**src/rtl/hdf_pkg.sv**
```systemverilog
package hdf_pkg;
  // Per-cycle commands from the control to the storage rings.
  typedef struct packed {
    logic txPushWord;
    logic txPopByte;
    logic txFlush;
    logic rxPushByte;
    logic rxPopWord;
    logic rxFlush;
  } fifoStrobes_t;
endpackage

```
**src/rtl/hdf_ring.sv**
```systemverilog
// Byte-addressed circular store. IN_W/OUT_W select a word or byte side.
module hdf_ring #(
  parameter int DEPTH_BYTES = 32,
  parameter bit WORD_IN     = 1'b1,
  localparam int IN_W  = WORD_IN ? 32 : 8,
  localparam int OUT_W = WORD_IN ? 8 : 32,
  localparam int CNT_W = $clog2(DEPTH_BYTES + 1)
) (
  input  logic             clk,
  input  logic             rstN,
  input  logic             flush,
  input  logic             push,
  input  logic             pop,
  input  logic [IN_W-1:0]  dataIn,
  output logic [OUT_W-1:0] dataOut,
  output logic [CNT_W-1:0] count
);
  localparam int PTR_W  = $clog2(DEPTH_BYTES);
  localparam int PUSH_N = IN_W / 8;
  localparam int POP_N  = OUT_W / 8;

  logic [7:0]       mem [DEPTH_BYTES];
  logic [PTR_W-1:0] wrPtr;
  logic [PTR_W-1:0] rdPtr;

  always_ff @(posedge clk) begin
    if (push && !flush) begin
      for (int k = 0; k < PUSH_N; k++) begin
        mem[wrPtr + PTR_W'(k)] <= dataIn[8*k +: 8];
      end
    end
  end

  always_comb begin
    for (int k = 0; k < POP_N; k++) begin
      dataOut[8*k +: 8] = mem[rdPtr + PTR_W'(k)];
    end
  end

  always_ff @(posedge clk or negedge rstN) begin
    if (!rstN) begin
      wrPtr <= '0;
      rdPtr <= '0;
      count <= '0;
    end else if (flush) begin
      wrPtr <= '0;
      rdPtr <= '0;
      count <= '0;
    end else begin
      if (push) wrPtr <= wrPtr + PTR_W'(PUSH_N);
      if (pop)  rdPtr <= rdPtr + PTR_W'(POP_N);
      count <= count + (push ? CNT_W'(PUSH_N) : CNT_W'(0))
                     - (pop  ? CNT_W'(POP_N)  : CNT_W'(0));
    end
  end

  // a flush leaves the ring empty.
  assert_flush_empties_R7: assert property (@(posedge clk) disable iff (!rstN)
    flush |=> (count == '0));
  // the control never asks for more room or data than exists.
  assert_no_overflow_R8: assert property (@(posedge clk) disable iff (!rstN)
    (push && !flush) |-> (int'(count) + PUSH_N - (pop ? POP_N : 0) <= DEPTH_BYTES));
  assert_no_underflow_R8: assert property (@(posedge clk) disable iff (!rstN)
    (pop && !flush) |-> (int'(count) >= POP_N));
  assert_count_bound_R4: assert property (@(posedge clk) disable iff (!rstN)
    int'(count) <= DEPTH_BYTES);
endmodule

```
**src/rtl/hdf_datapath.sv**
```systemverilog
module hdf_datapath
  import hdf_pkg::*;
#(
  parameter int ENTRIES = 4,
  localparam int CAP   = ENTRIES * 8,
  localparam int CNT_W = $clog2(CAP + 1)
) (
  input  logic             clk,
  input  logic             rstN,
  input  fifoStrobes_t     strobes,
  input  logic [31:0]      hostTxData,
  input  logic [7:0]       rxByte,
  output logic [7:0]       txByte,
  output logic [31:0]      hostRxData,
  output logic [CNT_W-1:0] txCount,
  output logic [CNT_W-1:0] rxCount
);
  hdf_ring #(.DEPTH_BYTES(CAP), .WORD_IN(1'b1)) u_txRing (
    .clk    (clk),
    .rstN   (rstN),
    .flush  (strobes.txFlush),
    .push   (strobes.txPushWord),
    .pop    (strobes.txPopByte),
    .dataIn (hostTxData),
    .dataOut(txByte),
    .count  (txCount)
  );

  hdf_ring #(.DEPTH_BYTES(CAP), .WORD_IN(1'b0)) u_rxRing (
    .clk    (clk),
    .rstN   (rstN),
    .flush  (strobes.rxFlush),
    .push   (strobes.rxPushByte),
    .pop    (strobes.rxPopWord),
    .dataIn (rxByte),
    .dataOut(hostRxData),
    .count  (rxCount)
  );
endmodule

```
**src/rtl/hdf_control.sv**
```systemverilog
module hdf_control
  import hdf_pkg::*;
#(
  parameter int ENTRIES = 4,
  localparam int CAP   = ENTRIES * 8,
  localparam int CNT_W = $clog2(CAP + 1),
  localparam int ENT_W = $clog2(ENTRIES + 1),
  localparam int WM_W  = $clog2(ENTRIES)
) (
  input  logic             clk,
  input  logic             rstN,
  input  logic [CNT_W-1:0] txCount,
  input  logic [CNT_W-1:0] rxCount,
  input  logic             hostTxWrite,
  input  logic             hostRxRead,
  input  logic             txByteStrobe,
  input  logic             rxByteStrobe,
  input  logic             writePhase,
  input  logic             readPhase,
  input  logic [WM_W-1:0]  txWmLevel,
  input  logic [WM_W-1:0]  rxWmLevel,
  input  logic             txDmaEn,
  input  logic             rxDmaEn,
  input  logic             txClear,
  input  logic             rxClear,
  input  logic [1:0]       stickyClear,
  output fifoStrobes_t     strobes,
  output logic [ENT_W-1:0] txFill,
  output logic [ENT_W-1:0] rxFill,
  output logic             txWmFlag,
  output logic             rxWmFlag,
  output logic             txDmaReq,
  output logic             rxDmaReq,
  output logic             sckStop,
  output logic             stopByTxEmpty,
  output logic             stopByRxFull
);
  logic [CNT_W-1:0] txFree;
  logic [ENT_W-1:0] txFreeEnt;
  logic             txEmpty;
  logic             rxFull;
  logic             txStallCond;
  logic             rxStallCond;

  assign txEmpty = (txCount == '0);
  assign rxFull  = (rxCount == CNT_W'(CAP));

  // Accept only what can complete; a clear overrides everything.
  always_comb begin
    strobes.txFlush    = txClear;
    strobes.rxFlush    = rxClear;
    strobes.txPushWord = hostTxWrite && !txClear && (txCount <= CNT_W'(CAP - 4));
    strobes.txPopByte  = txByteStrobe && !txClear && !txEmpty;
    strobes.rxPushByte = rxByteStrobe && !rxClear && !rxFull;
    strobes.rxPopWord  = hostRxRead && !rxClear && (rxCount >= CNT_W'(4));
  end

  // Levels in whole 8-byte entries.
  assign txFree    = CNT_W'(CAP) - txCount;
  assign txFreeEnt = ENT_W'(txFree >> 3);
  assign txFill    = ENT_W'(txCount >> 3);
  assign rxFill    = ENT_W'(rxCount >> 3);

  assign txWmFlag = txFreeEnt >= (ENT_W'(txWmLevel) + ENT_W'(1));
  assign rxWmFlag = rxFill    >= (ENT_W'(rxWmLevel) + ENT_W'(1));
  assign txDmaReq = txWmFlag && txDmaEn;
  assign rxDmaReq = rxWmFlag && rxDmaEn;

  assign txStallCond = writePhase && txEmpty;
  assign rxStallCond = readPhase && rxFull;

  always_ff @(posedge clk or negedge rstN) begin
    if (!rstN) begin
      sckStop       <= 1'b0;
      stopByTxEmpty <= 1'b0;
      stopByRxFull  <= 1'b0;
    end else begin
      sckStop       <= txStallCond || rxStallCond;
      stopByTxEmpty <= txStallCond || (stopByTxEmpty && !stickyClear[0]);
      stopByRxFull  <= rxStallCond || (stopByRxFull && !stickyClear[1]);
    end
  end

  // stop follows the stall condition by exactly one cycle.
  assert_stall_raise_R9: assert property (@(posedge clk) disable iff (!rstN)
    ((writePhase && txCount == '0) || (readPhase && rxCount == CNT_W'(CAP))) |=> sckStop);
  assert_stall_release_R9: assert property (@(posedge clk) disable iff (!rstN)
    !((writePhase && txCount == '0) || (readPhase && rxCount == CNT_W'(CAP))) |=> !sckStop);
  // sticky flags hold until written off.
  assert_sticky_tx_hold_R10: assert property (@(posedge clk) disable iff (!rstN)
    (stopByTxEmpty && !stickyClear[0]) |=> stopByTxEmpty);
  assert_sticky_rx_hold_R10: assert property (@(posedge clk) disable iff (!rstN)
    (stopByRxFull && !stickyClear[1]) |=> stopByRxFull);
  // the RX side does not accept a byte into a full ring.
  assert_rx_full_ignored_R8: assert property (@(posedge clk) disable iff (!rstN)
    (rxByteStrobe && rxFull && !rxClear && !hostRxRead) |=> $stable(rxCount));
endmodule

```
**src/rtl/host_data_fifo.sv**
```systemverilog
module host_data_fifo
  import hdf_pkg::*;
#(
  parameter int ENTRIES = 4,
  localparam int ENT_W = $clog2(ENTRIES + 1),
  localparam int WM_W  = $clog2(ENTRIES)
) (
  input  logic             clk,
  input  logic             rstN,
  input  logic             hostTxWrite,
  input  logic [31:0]      hostTxData,
  input  logic             hostRxRead,
  output logic [31:0]      hostRxData,
  input  logic             txByteStrobe,
  output logic [7:0]       txByte,
  input  logic             rxByteStrobe,
  input  logic [7:0]       rxByte,
  input  logic             writePhase,
  input  logic             readPhase,
  input  logic [WM_W-1:0]  txWmLevel,
  input  logic [WM_W-1:0]  rxWmLevel,
  input  logic             txDmaEn,
  input  logic             rxDmaEn,
  input  logic             txClear,
  input  logic             rxClear,
  input  logic [1:0]       stickyClear,
  output logic [ENT_W-1:0] txFill,
  output logic [ENT_W-1:0] rxFill,
  output logic             txWmFlag,
  output logic             rxWmFlag,
  output logic             txDmaReq,
  output logic             rxDmaReq,
  output logic             sckStop,
  output logic             stopByTxEmpty,
  output logic             stopByRxFull
);
  localparam int CNT_W = $clog2(ENTRIES * 8 + 1);

  fifoStrobes_t     strobes;
  logic [CNT_W-1:0] txCount;
  logic [CNT_W-1:0] rxCount;

  hdf_control #(.ENTRIES(ENTRIES)) u_control (
    .clk          (clk),
    .rstN         (rstN),
    .txCount      (txCount),
    .rxCount      (rxCount),
    .hostTxWrite  (hostTxWrite),
    .hostRxRead   (hostRxRead),
    .txByteStrobe (txByteStrobe),
    .rxByteStrobe (rxByteStrobe),
    .writePhase   (writePhase),
    .readPhase    (readPhase),
    .txWmLevel    (txWmLevel),
    .rxWmLevel    (rxWmLevel),
    .txDmaEn      (txDmaEn),
    .rxDmaEn      (rxDmaEn),
    .txClear      (txClear),
    .rxClear      (rxClear),
    .stickyClear  (stickyClear),
    .strobes      (strobes),
    .txFill       (txFill),
    .rxFill       (rxFill),
    .txWmFlag     (txWmFlag),
    .rxWmFlag     (rxWmFlag),
    .txDmaReq     (txDmaReq),
    .rxDmaReq     (rxDmaReq),
    .sckStop      (sckStop),
    .stopByTxEmpty(stopByTxEmpty),
    .stopByRxFull (stopByRxFull)
  );

  hdf_datapath #(.ENTRIES(ENTRIES)) u_datapath (
    .clk       (clk),
    .rstN      (rstN),
    .strobes   (strobes),
    .hostTxData(hostTxData),
    .rxByte    (rxByte),
    .txByte    (txByte),
    .hostRxData(hostRxData),
    .txCount   (txCount),
    .rxCount   (rxCount)
  );
endmodule

```
**config.mk**
```make
export PLATFORM = sky130hd
export DESIGN_NAME = host_data_fifo
export DESIGN_NICKNAME = d
export VERILOG_FILES = /design/src/rtl/hdf_pkg.sv /design/src/rtl/hdf_ring.sv /design/src/rtl/hdf_datapath.sv /design/src/rtl/hdf_control.sv /design/src/rtl/host_data_fifo.sv
export SDC_FILE = /design/constraint.sdc
export NUM_CORES = 1
export LEC_CHECK = 0
export ABC_AREA = 1
export BUFFER_PORTS_ARGS = -buffer_cell sky130_fd_sc_hd__clkbuf_2
export CAP_MARGIN = 20
export CORE_MARGIN = 2
export CORE_UTILIZATION = 33
export CTS_CLUSTER_DIAMETER = 40
export CTS_CLUSTER_SIZE = 28
export DETAILED_ROUTE_END_ITERATION = 12
export GPL_ROUTABILITY_DRIVEN = 0
export SETUP_SLACK_MARGIN = 0.5
export SYNTH_ARGS = -nofsm -noshare
export SYNTH_HDL_FRONTEND = slang
export SYNTH_SLANG_ARGS = --single-unit
export TNS_END_PERCENT = 100
```
**constraint.sdc**
```tcl
create_clock -name clk -period 2.95 [get_ports clk]
set_input_delay 0.1475 -clock clk [delete_from_list [all_inputs] [get_ports clk]]
set_output_delay 0.1475 -clock clk [all_outputs]
set_load 0.1 [all_outputs]
```
# Yosys cells after proc, flatten, opt, wreduce, memory -nomap -nowiden
# Memory sizes are Yosys's and may differ from the RTL's.
# Cells that the tools add are included.
[totals]
reg_bits = 35
ram_bits = 512
output_inout_bits = 53
wordCells = 81
memories = 2
[memory_table]
columns = ["memory", "words", "width", "rd", "rd_ports_with_merged_regs", "write_ports", "line", "source"]
rows = [
  ["u_datapath.u_rxRing.mem", 32, 8, 4, 0, 1, "hdf_ring.sv:22", "logic [7:0] mem [DEPTH_BYTES];"],
  ["u_datapath.u_txRing.mem", 32, 8, 1, 0, 4, "hdf_ring.sv:22", ""],
]
[op_classes]
n_addsub = 17
order_cmp = 4
n_eq_ne = 1
muxes = 18
reduce_logical = 30
[ops]
columns = ["cell", "count"]
rows = [
  ["two-way mux 5 bit", 8],
  ["adder 5 x 1 -> 5 bit (second input constant)", 4],
  ["adder 5 x 2 -> 5 bit (second input constant)", 4],
  ["logical AND 1 bit", 16],
  ["two-way mux 6 bit", 2],
  ["adder 5 x 3 -> 5 bit (second input constant)", 2],
  ["nonzero test 2 bit", 4],
  ["adder 2 x 1 -> 3 bit (second input constant)", 2],
  ["adder 6 x 1 -> 6 bit", 1],
  ["adder 6 x 3 -> 6 bit", 1],
  ["equality test 6 bit (second input constant)", 1],
  ["greater-or-equal comparator 3 bit", 2],
  ["greater-or-equal comparator 6 x 3 -> 1 bit (second input constant)", 1],
  ["less-or-equal comparator 6 x 5 -> 1 bit (second input constant)", 1],
  ["logical NOT 1 bit", 6],
  ["logical NOT 6 bit", 1],
  ["two-way mux 1 bit", 6],
  ["two-way mux 3 bit", 2],
  ["subtractor 6 x 1 -> 6 bit", 1],
  ["subtractor 6 x 3 -> 6 bit", 1],
  ["subtractor 6 bit (first input constant)", 1],
  ["logical OR 1 bit", 3],
]

# Depth between registers and ports, before layout
# Gate-level depths: netlist of run 1.
[depth]
word_depth = 7
ltp_mapped = 16
ltp_nobuf = 16

# By module
# From an unflattened synthesis of run 1, not the netlist that was laid out.
[hier_totals]
cells_unflattened = 2516
hier_area_um2 = 25184.2
[modules_own_cells]
columns = ["mod", "n_inst", "cells_per_inst", "area_each_um2", "seq_area_each_um2"]
rows = [
  ["hdf_ring at u_datapath.u_txRing", 1, 1432, 13490.4, 8037.7],
  ["hdf_ring at u_datapath.u_rxRing", 1, 998, 11165.7, 8037.7],
  ["hdf_control", 1, 86, 528.0, 75.1],
]

# Least setup slack after synthesis of run 1
# Ideal clock, no wire load.
[synth_timing]
path_type = "flip-flop to output port"
startpoint = "register u_datapath.u_txRing.count[1]"
endpoint = "output port txDmaReq"
arrival_time_ps = 3576
required_ps = 2803
setup_slack_ps = -773
path_stages_with_launch = 11
cell_sequence = "dfrtp_1 > nor2_4 > nand2_1 > nor2_1 > xor2_1 > inv_1 > ha_1 > nand2_1 > o211ai_1 > nand2_1 > inv_1"
[synth_via]
elab_chain_len = 3
[synth_lines]
columns = ["element", "line", "source"]
rows = [
  ["start: declaration", "hdf_ring.sv:16", "output logic [CNT_W-1:0] count"],
  ["start signal: assignment", "hdf_ring.sv:52", "count <= count + (push ? CNT_W'(PUSH_N) : CNT_W'(0))"],
  ["subtractor 6 bit", "hdf_control.sv:59", "assign txFree = CNT_W'(CAP) - txCount;"],
  ["greater-or-equal comparator 3 bit", "hdf_control.sv:64", "assign txWmFlag = txFreeEnt >= (ENT_W'(txWmLevel) + ENT_W'(1));"],
  ["via txWmFlag", "host_data_fifo.sv:29", "output logic txWmFlag,"],
  ["logical AND 1 bit", "hdf_control.sv:66", "assign txDmaReq = txWmFlag && txDmaEn;"],
  ["end: declaration", "host_data_fifo.sv:31", "output logic txDmaReq,"],
]
# The timed path passes the listed nets, and every way through them passes these cells.

# Worst setup path after layout of run 1
[layout_timing]
startpoint = "register u_datapath.u_txRing.count[0]"
endpoint = "output port txDmaReq"
[layout_via]
elab_chain_len = 3
[layout_lines]
columns = ["element", "line"]
rows = [
  ["subtractor 6 bit", "hdf_control.sv:59"],
  ["greater-or-equal comparator 3 bit", "hdf_control.sv:64"],
  ["logical AND 1 bit", "hdf_control.sv:66"],
]
# Every way passes these cells.

==> results of run 1 <==
flip-flops by register name, indices dropped and copies added, names as in the netlist:
register and count:
u_datapath.u_txRing.mem 256, u_datapath.u_txRing.wrPtr 3, u_control.sckStop 1, u_datapath.u_rxRing.rdPtr 3
u_control.stopByRxFull 1, u_datapath.u_rxRing.mem 256, u_datapath.u_rxRing.wrPtr 5, u_datapath.u_txRing.rdPtr 5
u_control.stopByTxEmpty 1, u_datapath.u_rxRing.count 6, u_datapath.u_txRing.count 6
metrics by stage:
| step | total power [mW] | TNS (ps) |
|---|---|---|
| finish | 28.0 | 0 |
| detailed placement | 17.3 | 0 |
| global placement | 17.2 | 0 |
| global route | 29.0 | 0 |
| floorplan | 14.7 | -819 |
| CTS | 27.4 | 0 |
power by group:
part	leakage, nW	internal [mW]	total (mW)	switching [mW]
combinational	5.47	3.56	10.4	6.82
sequential	5.02	8.71	8.89	0.176
clock	1.16	5.14	8.74	3.60
total	11.6	17.4	28.0	10.6
critical path, stage by stage, from the launching register on:
cell	delay, ps
dfrtp_1	410
nor2_4	140
nand2_2	90
nor2_4	100
xor2_1	140
inv_1	90
ha_4	270
nand2_2	40
o211ai_1	230
nand2_1	120
clkinvlp_4	90
clkbuf_16	190
kinds of logic (layout without fill, tap and decap cells):
kind of cell    after synthesis  in the layout  synth area share
buf+inv                     261            483            0.0518
xor+xnor                     12             12           0.00429
simple gates                936            944             0.161
compound gates              457            457             0.105
fa+ha+maj                    36             36            0.0187
flops                       543            543             0.659
layout make-up:
type,count,share of cell area
Multi-Input combinational cell,1449,0.255
Inverter,115,0.0181
Sequential cell,543,0.517
Timing Repair Buffer,233,0.0932
Clock inverter,49,0.0179
Clock buffer,82,0.0595
Tap cell,959,0.0383
Timing Repair inverter,4,0.00108
cells in the mapped netlist (all sizes together), types with 31 or more instances:
library cell	number	area share
edfxtp	512	0.63
ha	35	0.018
o22ai	67	0.017
nor2	196	0.031
nand3	166	0.038
inv	112	0.017
o21ai	340	0.077
dfrtp	31	0.032
a21oi	41	0.0084
clkbuf	54	0.0083
nand2	567	0.090
buf	92	0.026
worst max path at each step:
stage / from / endpoint / slack, ps / depth (start not counted)
3_5_place_dp: u_datapath.u_rxRing.count[4] / u_datapath.u_rxRing.mem[29][1] / 330 / 9
3_3_place_gp: u_datapath.u_txRing.count[4] / u_datapath.u_txRing.count[5] / 410 / 15
5_1_grt: u_datapath.u_txRing.count[0] / txDmaReq / 170 / 11
6_report: u_datapath.u_txRing.count[0] / txDmaReq / 300 / 11
2_1_floorplan: u_datapath.u_txRing.count[1] / txDmaReq / -670 / 10
4_1_cts: u_datapath.u_txRing.count[1] / txDmaReq / 270 / 11
what timing repair did:
item                                   4_1_cts  5_1_grt
setup buffers                               28       17
endpoints found under the hold margin       53        0
gates resized for setup                    184      117
hold buffers                                13        0
cloned                                      23       10
setup endpoints to repair                  328      343
pin swaps                                   56       70
layer usage:
metal	wire, um	global-route usage	vias to the layer above	part of all wire
met3	7780	0.0434	150	0.10
met1	29400	0.244	8780	0.39
met5	0	0	-	0
li1	-	-	8269	-
met4	2350	0.0675	0	0.031
met2	35400	0.301	1056	0.47
==> summary.txt, run 1 <==
Detailed routing
  • Antenna Nets Post-Route: 0
  • Routed vias/inst: 5.32
  • Via Count: about 18000
  • DRT Wirelength: 75000 um
  • 1st-iter DRT viols: 2199
  • First-pass iteration count of the detailed router: 5
  • DRC Markers: 0
  • Routed len/inst: 21.8 um

Timing
  • Fmax: 378 MHz
  • Endpoints failing setup: 0
  • Slew of the pin with the lowest slew margin: 927 ps
  • Final period util: 0.897
  • Slew HR: 0.382
  • Final hold vios: 0
  • RSZ-0062 raised after global routing: true
  • Clk_skew: roughly 24 ps
  • Fin. max-slew vios: 0
  • Setup ws final: around 300 ps
  • Hold Slack: 195 ps
  • Tmin final: 2650 ps

Global route
  • Grt ovf: 0
  • Tot GR Track Use: 0.186
  • First-pass GRT wire length: 108000 um
  • Vias in the first global route: ~18000
  • Largest net degree at the start of global routing: 66
  • Antenna violations before repair: 0

Critical path
  • Crit start category: flop
  • R2R Path End: u_datapath.u_txRing.count[5]
  • Worst R2R Start: u_datapath.u_txRing.count[4]
  • Worst EP arrival: approximately 2500 ps
  • Setup CP Type: flop to primary output
  • Crit-path max FO: 3
  • Setup slack, reg-to-reg: approximately 430 ps
  • Depth of the most critical reg-to-reg path: 16
  • Critical Path Sink Type: primary output
  • Critical path required time: 2800 ps

Clock tree
  • Clk_lat worst skew: between 600 and 700 ps
  • Root Driver: clkbuf_16
  • CTS max path bufs: 3
  • CTS tree: built
  • Worst-path clk slew: 60 ps
  • Clock sink total: around 540
  • Cts bufs inserted: 72
  • Htree depth: 3

Synth
  • Number of flops mapped to enable cells by yosys: around 510
  • Synthesized area: 24500 um^2
  • Netlist cell types: 37
  • Synth warnings: 0
  • Flops & latches, synth: 543
  • Net count after synthesis: 2339
  • Sequential-to-total area share from yosys stat: 0.659
  • Syn avg cell area: 10.9 um^2
  • Post-synthesis cell count: 2245
  • Asr flop ratio synth: 0.0571
  • Synth Flop Type: edfxtp_1

Hold path
  • Hold Path Class: primary input to flop
  • HP Start: hostTxData[20]
  • WHS Path Cells: 3
  • Hold Path Sink: u_datapath.u_txRing.mem[30][4]

Finish
  • Most frequent cells in the layout: edfxtp_1, nand2_1, nor2_1
  • Final #Nets: around 2500
  • Area grow syn2layout: 27.6%
  • Area of the multi-input gates: 7990 um^2
  • Fraction of layout cells with a size suffix above 1: 0.263
  • Most common cell after layout, fill and taps aside: edfxtp_1
  • Fin area: 31300 um^2
  • N_diodes: 0
  • Final design utilization: 0.427
  • Register area: 16200 um^2
  • Fill cells: 6647
  • Layout Cells excl Fill: between 3000 and 4000

Outcome
  • Outcome: complete, no violations

Place
  • Dpl hpwl: 41600 um
  • Placed cell area: 26500 um^2
  • Placed Cells: around 3200
  • Pre-CTS WS: 325 ps
  • PortBufs: 110

Floorplanning
  • Ports: 111
  • Die width: 277 um
  • Die area: about 76000 um^2
  • Chip height: about 280 um
  • Initial Utilization: 0.335
  • Core Footprint: 73200 um^2
  • # rows: 99

Power
  • Pwr dens: 895 nW/um^2
  • Max VDD drop: approximately 0.00074 V
  • Leakage: 11.6 nW

Job
  • Total of max-cap violations: 0
Power figures use the tool's default switching activity.
==> inputs of run 2 (changes only) <==
SETUP_SLACK_MARGIN = default   (was 0.5)
==> run 2 against run 1 <==
Compared with the run above:
- clock skew shrank 1.3 ps
- global-route usage shrank 1.7 points
- largest cell class unchanged
- largest power group is now sequential cells
- critical endpoint is now txByte[6]
- critical path depth shrank 1
==> summary.txt, run 2 (synthesized netlist as in run 1, its figures left out) <==
Clock tree
  • Worst-path clk slew: 60 ps (about the same)
  • Clock sink total: 543 (unchanged)
  • CTS max path bufs: 3 (unchanged)
  • Number of setup buffers added after CTS: 0 (-100%)
  • CTS tree: built
  • Root Driver: clkbuf_16
  • Htree depth: 3 (unchanged)
  • Cts bufs inserted: 72 (unchanged)
  • Clk_lat worst skew: 600 ps (about the same)

Place
  • Placed Cells: 3212 (unchanged)
  • Pre-CTS WS: 325 ps (unchanged)
  • Dpl hpwl: 41600 um (unchanged)
  • PortBufs: 110 (unchanged)

Detailed routing
  • Via Count: 17200 (-5.6%)
  • DRC Markers: 0 (unchanged)
  • Antenna Nets Post-Route: 0 (unchanged)
  • Routed vias/inst: 5.13 (-3.4%)
  • First-pass iteration count of the detailed router: 6 (+1)
  • 1st-iter DRT viols: 2060 (-6.3%)
  • Routed len/inst: 19.8 um (-9.4%)
  • DRT Wirelength: 66400 um (-11%)

Floorplanning
  • # rows: 99 (unchanged)
  • Die area: 76500 um^2 (unchanged)
  • Initial Utilization: 0.335 (unchanged)
  • Chip height: 277 um (unchanged)
  • Die width: 277 um (unchanged)
  • Core Footprint: 73200 um^2 (unchanged)
  • Ports: 111 (unchanged)

Finish
  • Fill cells: 6857 (+3.2%)
  • Layout Cells excl Fill: 3357 (-2.2%)
  • Most frequent cells in the layout: nand2_1, edfxtp_1, nor2_1
  • Area grow syn2layout: 18.6%
  • Top Registers: u_datapath.u_rxRing.mem: 256 flops, u_datapath.u_txRing.mem: 256 flops
  • Final #Nets: 2435 (-3.1%)
  • Final design utilization: 0.397 (-0.0302)
  • Register area: 16200 um^2 (about the same)
  • N_diodes: 0 (unchanged)
  • Fraction of layout cells with a size suffix above 1: 0.156 (-0.107)
  • Area of the multi-input gates: 7140 um^2 (-11%)
  • Most common cell after layout, fill and taps aside: nand2_1

Power
  • Max VDD drop: 0.000730 V (-1.9%)
  • Leakage: 11.0 nW (-5.4%)
  • Pwr dens: 892 nW/um^2 (-0.37%)

Timing
  • Slew of the pin with the lowest slew margin: 966 ps (+39.1 ps)
  • Endpoints failing setup: 0 (unchanged)
  • Slew HR: 0.356 (-0.0261)
  • Fin. max-slew vios: 0 (unchanged)
  • Tmin final: 2800 ps (+153 ps)
  • Setup ws final: 150 ps (-153 ps)
  • Fmax: 357 MHz (-5.5%)
  • Hold Slack: 199 ps (+4.50 ps)
  • Final hold vios: 0 (unchanged)
  • Clk_skew: 22.2 ps (-1.31 ps)
  • RSZ-0062 raised after global routing: false
  • Final period util: 0.949 (+0.0519)

Critical path
  • Crit path launch: u_datapath.u_txRing.rdPtr[1]
  • Setup CP Type: flop to primary output
  • Cells along the critical path: buf_6, nor2_2, buf_4, nand2_1, nand2_1, nor2_1, nand2_1, nand3_1, nand2_1, buf_12
  • Slowest-stage cell, CP: dfrtp_1
  • Critical path required time: 2800 ps (about the same)
  • Setup slack, reg-to-reg: 300 ps (-130 ps)
  • Crit-path max cell delay: 480 ps (+70 ps)
  • Crit-path max FO: 26 (+23)
  • Critical Path Sink Type: primary output
  • Depth of the most critical reg-to-reg path: 9 (-7)
  • CP most frequent cell: nand2_1
  • Worst R2R Start: u_datapath.u_rxRing.count[4]
  • R2R Path End: u_datapath.u_rxRing.mem[5][1]
  • Crit path capture: txByte[6]
  • Worst EP arrival: 2650 ps (+150 ps)
  • Crit start category: flop

Hold path
  • Hold Path Class: primary input to flop

Global route
  • Largest net degree at the start of global routing: 130 (+97%)
  • Grt ovf: 0 (unchanged)
  • Antenna violations before repair: 0 (unchanged)
  • Vias in the first global route: 16600 (-5.9%)
  • Tot GR Track Use: 0.169 (-0.0166)
  • First-pass GRT wire length: 99800 um (-8.0%)

Job
  • Total of max-cap violations: 0 (unchanged)

Outcome
  • Outcome: complete, no violations
==> run 2: cell count changes in the layout (fill, tap and decap cells not counted), sizes merged <==
cell and delta:
clkbuf -8, clkinvlp -26, nand3 -8, buf -57, inv +26, clkinv -4
==> run 2: metal layers <==
| metal | up-vias | track usage | share of wire |
|---|---|---|---|
| met5 | - | 0 | 0 |
| met4 | 0 | 0.0440 | 0.023 |
| met3 | 91 | 0.0393 | 0.095 |
| met2 | 817 | 0.272 | 0.46 |
| met1 | 8251 | 0.231 | 0.42 |
| li1 | 8074 | - | - |
==> run 2: worst min-delay path by stage <==
stage | start | to | slack, ps | cells after the start
after floorplan | rstN | u_control.sckStop | -150 | 0
after global placement | rstN | u_datapath.u_txRing.wrPtr[4] | 300 | 1
after detailed placement | rstN | u_datapath.u_txRing.count[4] | 300 | 1
after CTS | hostTxData[5] | u_datapath.u_txRing.mem[16][5] | 140 | 1
after global routing | hostTxData[20] | u_datapath.u_txRing.mem[30][4] | 160 | 3
final | hostTxData[20] | u_datapath.u_txRing.mem[30][4] | 200 | 3
==> run 2: stage by stage <==
step | TNS, ps | instance area, um^2 | total power [mW]
after floorplan | -819 | 24600 | 14.7
after global placement | 0 | 26500 | 17.2
after detailed placement | 0 | 26500 | 17.3
after CTS | 0 | 29000 | 26.0
after global routing | 0 | 29100 | 26.9
final | 0 | 29100 | 25.9
==> run 2: where the power goes <==
part | internal, mW | switching, mW | total (mW)
Clock | 5.14 | 3.57 | 8.71
Combinational | 2.39 | 5.95 | 8.34
Sequential | 8.71 | 0.186 | 8.90
==> run 2: timing repair <==
item / in CTS / in global routing
hold buffers: 13 / 0
setup endpoints to repair: 25 / 9
gates resized for setup: 2 / 7
gates cloned: 0 / 1
hold endpoints to repair: 53 / 0
pin swaps: 0 / 0
==> run 2: area by class of cell <==
cell class              instances  share of cell area
clock buffers                  82              0.0640
clock inverters                49              0.0193
inverters                     115              0.0154
multi-input cells            1441               0.245
flip-flops and latches        543               0.556
well taps                     959              0.0413
repair buffers                168              0.0591
==> run 2: worst max-delay path: cells and delay by family, from the launching register on <==
family        cells  cell delay (ps)
simple gates      7              880
flops             1              480
buf+inv           3              680
==> inputs of run 3 (changes only) <==
CORE_UTILIZATION = 34   (was 33)
CTS_CLUSTER_SIZE = 16   (was 28)
PLACE_DENSITY = 0.54   (was default)
==> run 3 against run 2 <==
Compared with the run above:
- critical path depth decreased by 1
- largest power group is now clock
- non-clock buffer count grew 9
- cell count up 0.80%
- largest cell class unchanged
- clock skew shrank 3.0 ps
- combinational power is 2.9% higher
- flip-flop and latch count did not move
- critical path type unchanged
- sequential share of layout area is 1.0 points lower
- sequential power about the same
==> summary.txt, run 3 (synthesized netlist as in run 1, its figures left out) <==
Critical path
  • Critical path required time: 2800 ps (about the same)
  • Depth of the most critical reg-to-reg path: 9 (unchanged)
  • Crit-path max FO: 33 (+27%)
  • Crit start category: flop
  • Critical Path Sink Type: primary output
  • Worst EP arrival: 2690 ps (+40 ps)
  • Setup CP Type: flop to primary output

Finish
  • Final #Nets: 2456 (+0.86%)
  • Fraction of layout cells with a size suffix above 1: 0.171 (+0.0142)
  • Fill cells: 6738 (-1.7%)
  • Most frequent cells in the layout: nand2_1, edfxtp_1, nor2_1
  • Top Registers: u_datapath.u_rxRing.mem: 256 flops, u_datapath.u_txRing.mem: 256 flops
  • Layout Cells excl Fill: 3384 (+0.80%)
  • Area grow syn2layout: 20.9%
  • Final design utilization: 0.415 (+0.0172)
  • Most common cell after layout, fill and taps aside: nand2_1
  • Fin area: 29600 um^2 (+1.9%)

Floorplanning
  • Die area: 74300 um^2 (-2.9%)
  • Core Footprint: 71500 um^2 (-2.4%)
  • Ports: 111 (unchanged)
  • # rows: 98 (-1.0%)
  • Die width: 273 um (-1.5%)
  • Chip height: 273 um (-1.5%)
  • Initial Utilization: 0.343 (+0.00806)

Timing
  • Clk_skew: 19.2 ps (-2.99 ps)
  • Slew of the pin with the lowest slew margin: 915 ps (-50.7 ps)
  • Final period util: 0.962 (+0.0132)
  • Fmax: 352 MHz (-1.4%)
  • Tmin final: 2840 ps (+38.8 ps)
  • Endpoints failing setup: 0 (unchanged)
  • Hold Slack: 163 ps (-36.5 ps)
  • Slew HR: 0.390 (+0.0338)
  • Setup TNS: 0 ps (unchanged)
  • Fin. max-slew vios: 0 (unchanged)
  • Final hold vios: 0 (unchanged)

Detailed routing
  • DRT Wirelength: 70100 um (+5.5%)
  • Routed len/inst: 20.7 um (+4.7%)
  • 1st-iter DRT viols: 1916 (-7.0%)
  • DRC Markers: 0 (unchanged)
  • First-pass iteration count of the detailed router: 6 (unchanged)
  • Via Count: 17400 (+1.1%)
  • Antenna Nets Post-Route: 0 (unchanged)
  • Routed vias/inst: 5.15 (+0.24%)

Place
  • PortBufs: 110 (unchanged)
  • Placed cell area: 26500 um^2 (+0.12%)
  • Dpl hpwl: 42900 um (+3.1%)
  • Placed Cells: 3205 (-0.22%)

Outcome
  • Outcome: complete, no violations

Clock tree
  • CTS tree: built
  • Root Driver: clkbuf_16
  • CTS max path bufs: 3 (unchanged)
  • Clk_lat worst skew: 620 ps (+20 ps)
  • Worst-path clk slew: 50 ps (about the same)
  • Htree depth: 3 (unchanged)
  • Clock sink total: 543 (unchanged)
  • Cts bufs inserted: 84 (+17%)

Global route
  • First-pass GRT wire length: 104000 um (+4.1%)
  • Vias in the first global route: 16700 (+0.96%)
  • Antenna violations before repair: 0 (unchanged)
  • Largest net degree at the start of global routing: 130 (unchanged)
  • Tot GR Track Use: 0.186 (+0.0169)
  • Grt ovf: 0 (unchanged)

Power
  • Leakage: 11.3 nW (+2.3%)
  • Max VDD drop: 0.000847 V (+16%)
  • Pwr dens: 920 nW/um^2 (+3.1%)

Job
  • Total of max-cap violations: 0 (unchanged)

Hold path
  • Hold Path Class: primary input to asynchronous set/reset pin
[run 3: cell types whose count changed in the layout (fill, tap and decap cells not counted), moves of 5 or more]
| cell | previous run | this run |
|---|---|---|
| clkinv_8 | 6 | 1 |
| clkbuf_16 | 74 | 88 |
| buf_4 | 38 | 45 |
| clkinvlp_4 | 8 | 14 |
| clkinv_2 | 4 | 12 |
| clkinv_4 | 8 | 13 |
[run 3: final timing paths]
check,startpoint,end,slack (ps)
hold / removal,rstN,u_datapath.u_txRing.count[1],160
setup / recovery,u_datapath.u_txRing.rdPtr[0],txByte[2],110
hold reg to reg,u_datapath.u_rxRing.count[0],u_datapath.u_rxRing.count[0],640
max in group asynchronous,rstN,u_datapath.u_rxRing.rdPtr[2],2160
min in group clk,hostTxData[3],u_datapath.u_txRing.mem[4][3],200
setup reg to reg,u_datapath.u_rxRing.count[4],u_datapath.u_rxRing.mem[29][5],340
[run 3: per-layer routing]
| metal | track usage | vias to the layer above | wire length (um) |
|---|---|---|---|
| met4 | 0.0571 | 0 | 1810 |
| met1 | 0.259 | 8357 | 30100 |
| met2 | 0.293 | 810 | 32200 |
| li1 | - | 8125 | - |
| met5 | 0 | - | 0 |
| met3 | 0.0398 | 122 | 6030 |
[run 3: area by class of cell]
type | instances | area (um^2) | share of cell area
sequential | 543 | 16200 | 0.545
multi-input combinational | 1441 | 7160 | 0.242
clock buffer | 93 | 2180 | 0.0735
timing repair buffer | 177 | 1850 | 0.0624
tap | 950 | 1190 | 0.0401
clock inverter | 64 | 646 | 0.0218
inverter | 115 | 448 | 0.0151
antenna | 1 | 2.50 | 0.0000844
[run 3: timing repair]
action | 4_1_cts | 5_1_grt
pin swaps | 0 | 4
hold endpoints to repair | 57 | 0
hold buffers | 13 | 0
setup endpoints to repair | 2 | 6
resized for setup | 3 | 11
gates cloned | 0 | 2
setup buffers | 0 | 6
[run 3: where the power goes]
part           internal (mW)  switching (mW)  total, mW
Clock                   5.99            3.81       9.80
Sequential              8.72           0.157       8.88
Combinational           2.50            6.08       8.58
Total                   17.2            10.0       27.2
[run 3: critical path, cell delays in order (launching register included)]
cell	delay, ps
dfrtp_4	570
inv_8	180
buf_16	210
nand2_1	80
nand3_1	70
nand3_1	110
nand2_1	180
nand3_1	200
nand2_1	240
buf_12	200
[run 3: stage by stage]
stage,total power [mW],setup slack (ps)
finish,27.2,112
global route,28.3,-4.52
CTS,27.2,9.48
detailed placement,17.3,294
global placement,17.3,425
floorplan,14.7,-672
